### src/rtl/scl_div_pkg.sv
package scl_div_pkg;
    localparam int DEF_EXP_W   = 3;
    localparam int DEF_MANT_W  = 4;
    localparam int DEF_PHASE_N = 10;
    localparam int DEF_SDA_CHG = 2;
    localparam int DEF_SDA_SMP = 7;
    localparam int DEF_SCL_HI  = 5;
    localparam int DEF_RATE    = 'h44;

    function automatic int tick_period(input int mant, input int expo, input int extra);
        return (mant + 1) * (1 << (expo + extra));
    endfunction
endpackage

### src/rtl/sdiv_prescale.sv
module sdiv_prescale #(
    parameter int EXP_W = 3,
    parameter int EXTRA = 1
) (
    input  logic             clk,
    input  logic             rst_n,
    input  logic             clr,
    input  logic [EXP_W-1:0] expo,
    output logic             pulse
);
    localparam int CNT_W = (1 << EXP_W) - 1 + EXTRA;

    typedef struct packed {
        logic [CNT_W-1:0] cnt;
    } pre_st_t;

    pre_st_t          st_d, st_q;
    logic [CNT_W-1:0] lim;
    logic [EXP_W:0]   shamt;

    generate
        if (EXTRA != 0) begin : g_shift_plus
            assign shamt = {1'b0, expo} + 1'b1;
        end else begin : g_shift_plain
            assign shamt = {1'b0, expo};
        end
    endgenerate

    always_comb begin
        lim  = ~({CNT_W{1'b1}} << shamt);
        st_d = st_q;
        pulse = 1'b0;
        if (clr) begin
            st_d.cnt = '0;
        end else if (st_q.cnt == lim) begin
            st_d.cnt = '0;
            pulse    = 1'b1;
        end else begin
            st_d.cnt = st_q.cnt + 1'b1;
        end
    end

    always_ff @(posedge clk or negedge rst_n) begin
        if (!rst_n) st_q <= '0;
        else        st_q <= st_d;
    end
endmodule

### src/rtl/sdiv_mant.sv
module sdiv_mant #(
    parameter int MANT_W = 4
) (
    input  logic              clk,
    input  logic              rst_n,
    input  logic              clr,
    input  logic              step,
    input  logic [MANT_W-1:0] mant,
    output logic              pulse
);
    typedef struct packed {
        logic [MANT_W-1:0] cnt;
    } man_st_t;

    man_st_t st_d, st_q;

    always_comb begin
        st_d  = st_q;
        pulse = 1'b0;
        if (clr) begin
            st_d.cnt = '0;
        end else if (step) begin
            if (st_q.cnt == mant) begin
                st_d.cnt = '0;
                pulse    = 1'b1;
            end else begin
                st_d.cnt = st_q.cnt + 1'b1;
            end
        end
    end

    always_ff @(posedge clk or negedge rst_n) begin
        if (!rst_n) st_q <= '0;
        else        st_q <= st_d;
    end
endmodule

### src/rtl/sdiv_phase.sv
module sdiv_phase #(
    parameter int PHASE_N = 10,
    parameter int SDA_CHG = 2,
    parameter int SDA_SMP = 7,
    parameter int SCL_HI  = 5,
    localparam int PH_W   = $clog2(PHASE_N)
) (
    input  logic            clk,
    input  logic            rst_n,
    input  logic            clr,
    input  logic            step,
    output logic [PH_W-1:0] phase,
    output logic            scl_high,
    output logic            upd,
    output logic            smp
);
    typedef struct packed {
        logic [PH_W-1:0] ph;
    } ph_st_t;

    ph_st_t st_d, st_q;

    always_comb begin
        st_d = st_q;
        if (clr) begin
            st_d.ph = '0;
        end else if (step) begin
            st_d.ph = (st_q.ph == PH_W'(PHASE_N - 1)) ? '0 : st_q.ph + 1'b1;
        end
        upd      = step && (st_q.ph == PH_W'(SDA_CHG - 1));
        smp      = step && (st_q.ph == PH_W'(SDA_SMP - 1));
        scl_high = (st_q.ph >= PH_W'(SCL_HI));
        phase    = st_q.ph;
    end

    always_ff @(posedge clk or negedge rst_n) begin
        if (!rst_n) st_q <= '0;
        else        st_q <= st_d;
    end
endmodule

### src/rtl/scl_tick_gen.sv
module scl_tick_gen
    import scl_div_pkg::*;
#(
    parameter int EXP_W    = DEF_EXP_W,
    parameter int MANT_W   = DEF_MANT_W,
    parameter int EXTRA    = 1,
    parameter int PHASE_N  = DEF_PHASE_N,
    parameter int SDA_CHG  = DEF_SDA_CHG,
    parameter int SDA_SMP  = DEF_SDA_SMP,
    parameter int SCL_HI   = DEF_SCL_HI,
    parameter int RATE_RST = DEF_RATE,
    localparam int RATE_W  = MANT_W + EXP_W,
    localparam int PH_W    = $clog2(PHASE_N)
) (
    input  logic              clk,
    input  logic              rst_n,
    input  logic              soft_clr,
    input  logic              run_en,
    input  logic              rate_wr,
    input  logic [RATE_W-1:0] rate_wdata,
    output logic              tick,
    output logic [PH_W-1:0]   phase,
    output logic              scl_high,
    output logic              sda_upd,
    output logic              sda_smp
);
    typedef struct packed {
        logic [RATE_W-1:0] rate;
    } top_st_t;

    top_st_t st_d, st_q;
    logic    clr_all;
    logic    pre_pulse;

    always_comb begin
        st_d    = st_q;
        clr_all = soft_clr || !run_en || rate_wr;
        if (soft_clr)     st_d.rate = RATE_W'(RATE_RST);
        else if (rate_wr) st_d.rate = rate_wdata;
    end

    always_ff @(posedge clk or negedge rst_n) begin
        if (!rst_n) st_q.rate <= RATE_W'(RATE_RST);
        else        st_q <= st_d;
    end

    sdiv_prescale #(.EXP_W(EXP_W), .EXTRA(EXTRA)) u_pre (
        .clk   (clk),
        .rst_n (rst_n),
        .clr   (clr_all),
        .expo  (st_q.rate[EXP_W-1:0]),
        .pulse (pre_pulse)
    );

    sdiv_mant #(.MANT_W(MANT_W)) u_man (
        .clk   (clk),
        .rst_n (rst_n),
        .clr   (clr_all),
        .step  (pre_pulse),
        .mant  (st_q.rate[RATE_W-1:EXP_W]),
        .pulse (tick)
    );

    sdiv_phase #(
        .PHASE_N (PHASE_N),
        .SDA_CHG (SDA_CHG),
        .SDA_SMP (SDA_SMP),
        .SCL_HI  (SCL_HI)
    ) u_ph (
        .clk      (clk),
        .rst_n    (rst_n),
        .clr      (clr_all),
        .step     (tick),
        .phase    (phase),
        .scl_high (scl_high),
        .upd      (sda_upd),
        .smp      (sda_smp)
    );
endmodule

### config.mk
export PLATFORM = sky130hd
export DESIGN_NAME = scl_tick_gen
export DESIGN_NICKNAME = d
export VERILOG_FILES = /design/src/rtl/scl_div_pkg.sv /design/src/rtl/sdiv_prescale.sv /design/src/rtl/sdiv_mant.sv /design/src/rtl/sdiv_phase.sv /design/src/rtl/scl_tick_gen.sv
export SDC_FILE = /design/constraint.sdc
export NUM_CORES = 1
export LEC_CHECK = 0
export BUFFER_PORTS_ARGS = -buffer_cell sky130_fd_sc_hd__buf_4
export CORE_UTILIZATION = 45
export CTS_CLUSTER_SIZE = 20
export DETAILED_ROUTE_END_ITERATION = 6
export MAX_ROUTING_LAYER = met4
export PLACE_DENSITY = 0.65
export SKIP_CTS_REPAIR_TIMING = 1
export SLEW_MARGIN = 0
export SYNTH_ARGS = -nofsm -noshare
export SYNTH_HDL_FRONTEND = slang
export SYNTH_SLANG_ARGS = --single-unit
### constraint.sdc
create_clock -name clk -period 6.2 [get_ports clk]
set_input_delay 1.24 -clock clk [delete_from_list [all_inputs] [get_ports clk]]
set_output_delay 1.24 -clock clk [all_outputs]
set_load 0.05 [all_outputs]
==> flow_results.xml <==
<?xml version="1.0" encoding="UTF-8"?>
<metrics>
  <group name="routing">
    <metric name="ant_nets" unit="">0</metric>
    <metric name="drc" unit="">0</metric>
    <metric name="wl_per_cell" unit="microns">13.4</metric>
    <metric name="drt_iter0_drc" unit="">28</metric>
    <metric name="drt_pre_antenna_iters" unit="">4</metric>
    <metric name="routed_wirelength" unit="mm">2.77</metric>
    <metric name="routed_via_count_divided_by_cell_count" unit="">5.20</metric>
    <metric name="via_count" unit="">1076</metric>
  </group>
  <group name="grt">
    <metric name="gr-usage-all-layers" unit="">0.190</metric>
    <metric name="antenna_found_initial" unit="">0</metric>
    <metric name="grt_max_degree" unit="">24</metric>
    <metric name="grt_pass1_wl" unit="mm">4.82</metric>
    <metric name="overflow" unit="">0</metric>
    <metric name="grt_pass1_vias" unit="">1036</metric>
  </group>
  <group name="synthesis">
    <metric name="post_synth.cell_area_avg" unit="sq um">9.91</metric>
    <metric name="edff_count_synth" unit="">0</metric>
    <metric name="synth_top_cell_area_share" unit="">0.366</metric>
    <metric name="synth_sequential_area_ratio" unit="">0.402</metric>
    <metric name="syn_inst" unit="">145</metric>
    <metric name="dominant_cell_type_by_area_after_synthesis" unit="">dfrtp_1</metric>
    <metric name="synth.cell_area" unit="sq um">1440</metric>
    <metric name="synthTopCellsByArea" unit="">dfrtp_1 37%, xor2_1 6.7%, nor2_1 6.3%</metric>
    <metric name="synthFlopType" unit="">dfrtp_1</metric>
    <metric name="yosys_warnings" unit="">0</metric>
    <metric name="postSynthRegisterBits" unit="">23</metric>
    <metric name="asyncSetResetFlopFracSynth" unit="">1.00</metric>
    <metric name="synth_fp_nets" unit="">162</metric>
    <metric name="post_synth_num_cell_types" unit="">45</metric>
  </group>
  <group name="critical_path">
    <metric name="critPathCapture" unit="">sda_upd</metric>
    <metric name="rrSetupSlack" unit="ns">3.65</metric>
    <metric name="sequence_of_cells_on_the_critical_path" unit="">ha_1 -&gt; xnor2_1 -&gt; o21ai_0 -&gt; xor2_1 -&gt; or3_1 -&gt; nor4_4 -&gt; nor4b_1 -&gt; buf_4</metric>
    <metric name="worst_ep_required_time" unit="ns">4.96</metric>
    <metric name="critical_path.top_delay_family" unit="">simple AND/OR/NAND/NOR gates</metric>
    <metric name="worst-path-max-fanout" unit="">6</metric>
    <metric name="crit_path_start" unit="">st_q[0]</metric>
    <metric name="worstSetupStartpointType" unit="">flop</metric>
    <metric name="worst_ep_arrival_time" unit="ns">3.03</metric>
    <metric name="reg2reg_depth" unit="">8</metric>
    <metric name="regToRegEndpoint" unit="">u_ph.phase[3]</metric>
    <metric name="cpPeakStageDelay" unit="ns">0.47</metric>
    <metric name="critPathKind" unit="">flop to primary output</metric>
    <metric name="cp.buffers_inverters" unit="">1</metric>
    <metric name="cpMaxStageDelayCell" unit="">dfrtp_1</metric>
    <metric name="r2r_start" unit="">st_q[0]</metric>
    <metric name="timing.critical_path.depth" unit="">8</metric>
    <metric name="critical_path.endpoint_type" unit="">primary output</metric>
  </group>
  <group name="clock_tree">
    <metric name="cts_htree_levels" unit="">1</metric>
    <metric name="tritoncts" unit="">built</metric>
    <metric name="clock_insertion_delay_worst_skew" unit="ns">0.32</metric>
    <metric name="cts_root_buffer" unit="">clkbuf_4</metric>
    <metric name="cts_inserted_buffers" unit="">3</metric>
    <metric name="clockBufferDepth" unit="">2</metric>
    <metric name="clk_transition_reported_paths" unit="ns">0.13</metric>
    <metric name="clock_sink_count" unit="">23</metric>
  </group>
  <group name="sta">
    <metric name="clock_skew_after_layout" unit="ns">0.00226</metric>
    <metric name="timing.setup.tns" unit="ns">0</metric>
    <metric name="final.setup.worst_slack" unit="ns">1.93</metric>
    <metric name="grt_setup_unrepaired" unit="">false</metric>
    <metric name="timing.slew.headroom" unit="">0.511</metric>
    <metric name="final_min_period_over_clock_period" unit="">0.689</metric>
    <metric name="report.final.slew_viol_count" unit="">0</metric>
    <metric name="final.min_clock_period" unit="ns">4.27</metric>
    <metric name="final_hold_viol_count" unit="">0</metric>
    <metric name="final-setup-viol-count" unit="">0</metric>
    <metric name="fmax" unit="MHz">234</metric>
    <metric name="worst_pin_slew" unit="ns">0.726</metric>
  </group>
  <group name="job">
    <metric name="max_cap_violations" unit="">0</metric>
  </group>
  <group name="layout">
    <metric name="fillers" unit="">289</metric>
    <metric name="layout.core_utilization" unit="">0.536</metric>
    <metric name="final_common_cell" unit="">nor2_1</metric>
    <metric name="area_growth_syn_to_layout" unit="%">13.9</metric>
    <metric name="layout.nets" unit="">181</metric>
    <metric name="layout-drive-gt1-share" unit="">0.209</metric>
    <metric name="diodes_inserted" unit="">0</metric>
    <metric name="layoutNonFillerInstCount" unit="">207</metric>
    <metric name="most-common-layout-cells" unit="">24 x nor2_1, 21 x dfrtp_1, 19 x buf_4</metric>
  </group>
  <group name="place">
    <metric name="place.gp.congestion" unit="">0.741</metric>
    <metric name="place.detailed.instances" unit="">203</metric>
    <metric name="worst_slack_at_placement" unit="ns">2.33</metric>
    <metric name="detailed_place_hpwl" unit="mm">2.07</metric>
    <metric name="port_buffers" unit="">19</metric>
  </group>
  <group name="hold_path">
    <metric name="min-delay-path-class" unit="">flop to flop</metric>
    <metric name="holdCritStartpoint" unit="">u_pre.st_q[0]</metric>
  </group>
  <group name="floorplanning">
    <metric name="core_area" unit="sq um">3050</metric>
    <metric name="die_w" unit="microns">58.5</metric>
    <metric name="die_area" unit="sq um">3420</metric>
    <metric name="floorplan.io_pins" unit="">20</metric>
    <metric name="initial_utilization" unit="">0.471</metric>
    <metric name="floorplan.rows" unit="">20</metric>
    <metric name="chipHeight" unit="microns">58.5</metric>
  </group>
  <group name="power_and_ir_drop">
    <metric name="vdd_ir_max" unit="mV">0.152</metric>
    <metric name="p_leak" unit="nW">0.776</metric>
    <metric name="cellPowerDensity" unit="nW/um^2">161</metric>
    <metric name="total_power_consumption_of_the_routed_design" unit="mW">0.264</metric>
  </group>
  <group name="outcome">
    <metric name="outcome" unit="">complete, no violations</metric>
  </group>
</metrics>
## final cells by class
class	instances	area, sq um	share of cell area
tap	44	55.1	0.0336
inverter	3	11.3	0.00688
sequential	23	578	0.353
multi-input combinational	114	821	0.501
clock inverter	1	7.51	0.00458
clock buffer	3	22.5	0.0138
timing repair buffer	19	143	0.0871
## how the worst min path moves through the flow
stage / end / slack (ns) / cells past startpoint
CTS: u_pre.st_q[0] / 0.56 / 1
global route: u_pre.st_q[0] / 0.59 / 1
floorplan: u_pre.st_q[0] / 0.49 / 1
finish: u_pre.st_q[0] / 0.56 / 1
detailed placement: st_q[4] / 0.54 / 2
global placement: st_q[3] / 0.53 / 2
## logic make-up (layout without fill, tap and decap cells)
logic type                 count (synthesis)  count (layout)  share of synthesized area
and+or+nand+nor                           64              64                      0.260
AOI/OAI and AO/OA                         19              19                      0.101
adders and majority gates                  5               5                     0.0435
DFF                                       23              23                      0.402
buffers and inverters                      8              26                     0.0270
muxes                                      8               8                     0.0566
xor gates and xnor gates                  18              18                      0.110
## state kept, by name, indices dropped and copies added (netlist names)
name        cells
st_q            7
u_man.st_q      4
u_ph.phase      4
u_pre.st_q      8
## Yosys cell counts (all sizes together), types with 3 or more instances
| master | instances |
|---|---|
| nand3 | 5 |
| nor2 | 24 |
| mux2i | 7 |
| xor2 | 11 |
| o21ai | 6 |
| dfrtp | 21 |
| buf | 3 |
| xnor2 | 7 |
| inv | 3 |
| nand2 | 7 |
| nor4 | 3 |
| nor2b | 5 |
| and2 | 3 |
| ha | 5 |
## stage by stage
stage / hold WS (ns) / cell area (sq um)
4_1_cts: 0.559 / 1640
5_1_grt: 0.590 / 1640
2_1_floorplan: 0.487 / 1440
3_3_place_gp: 0.526 / 1610
6_report: 0.556 / 1640
3_5_place_dp: 0.535 / 1610
## metal layers
layer	GRT usage	vias to the layer above	share of wire	wire length, microns
met2	0.284	26	0.47	1290
met4	0.0612	0	0.020	55
met1	0.259	505	0.47	1310
met5	-	-	0	0
met3	0.0418	8	0.040	112
li1	-	537	-	-
## power by group
group	internal [mW]	leakage (nW)	switching [mW]	total [mW]
Sequential	0.154	0.311	0.00387	0.158
Combinational	0.0151	0.452	0.0178	0.0328
Clock	0.0247	0.0139	0.0487	0.0733
No activity file was read; power rests on OpenSTA's default activity.
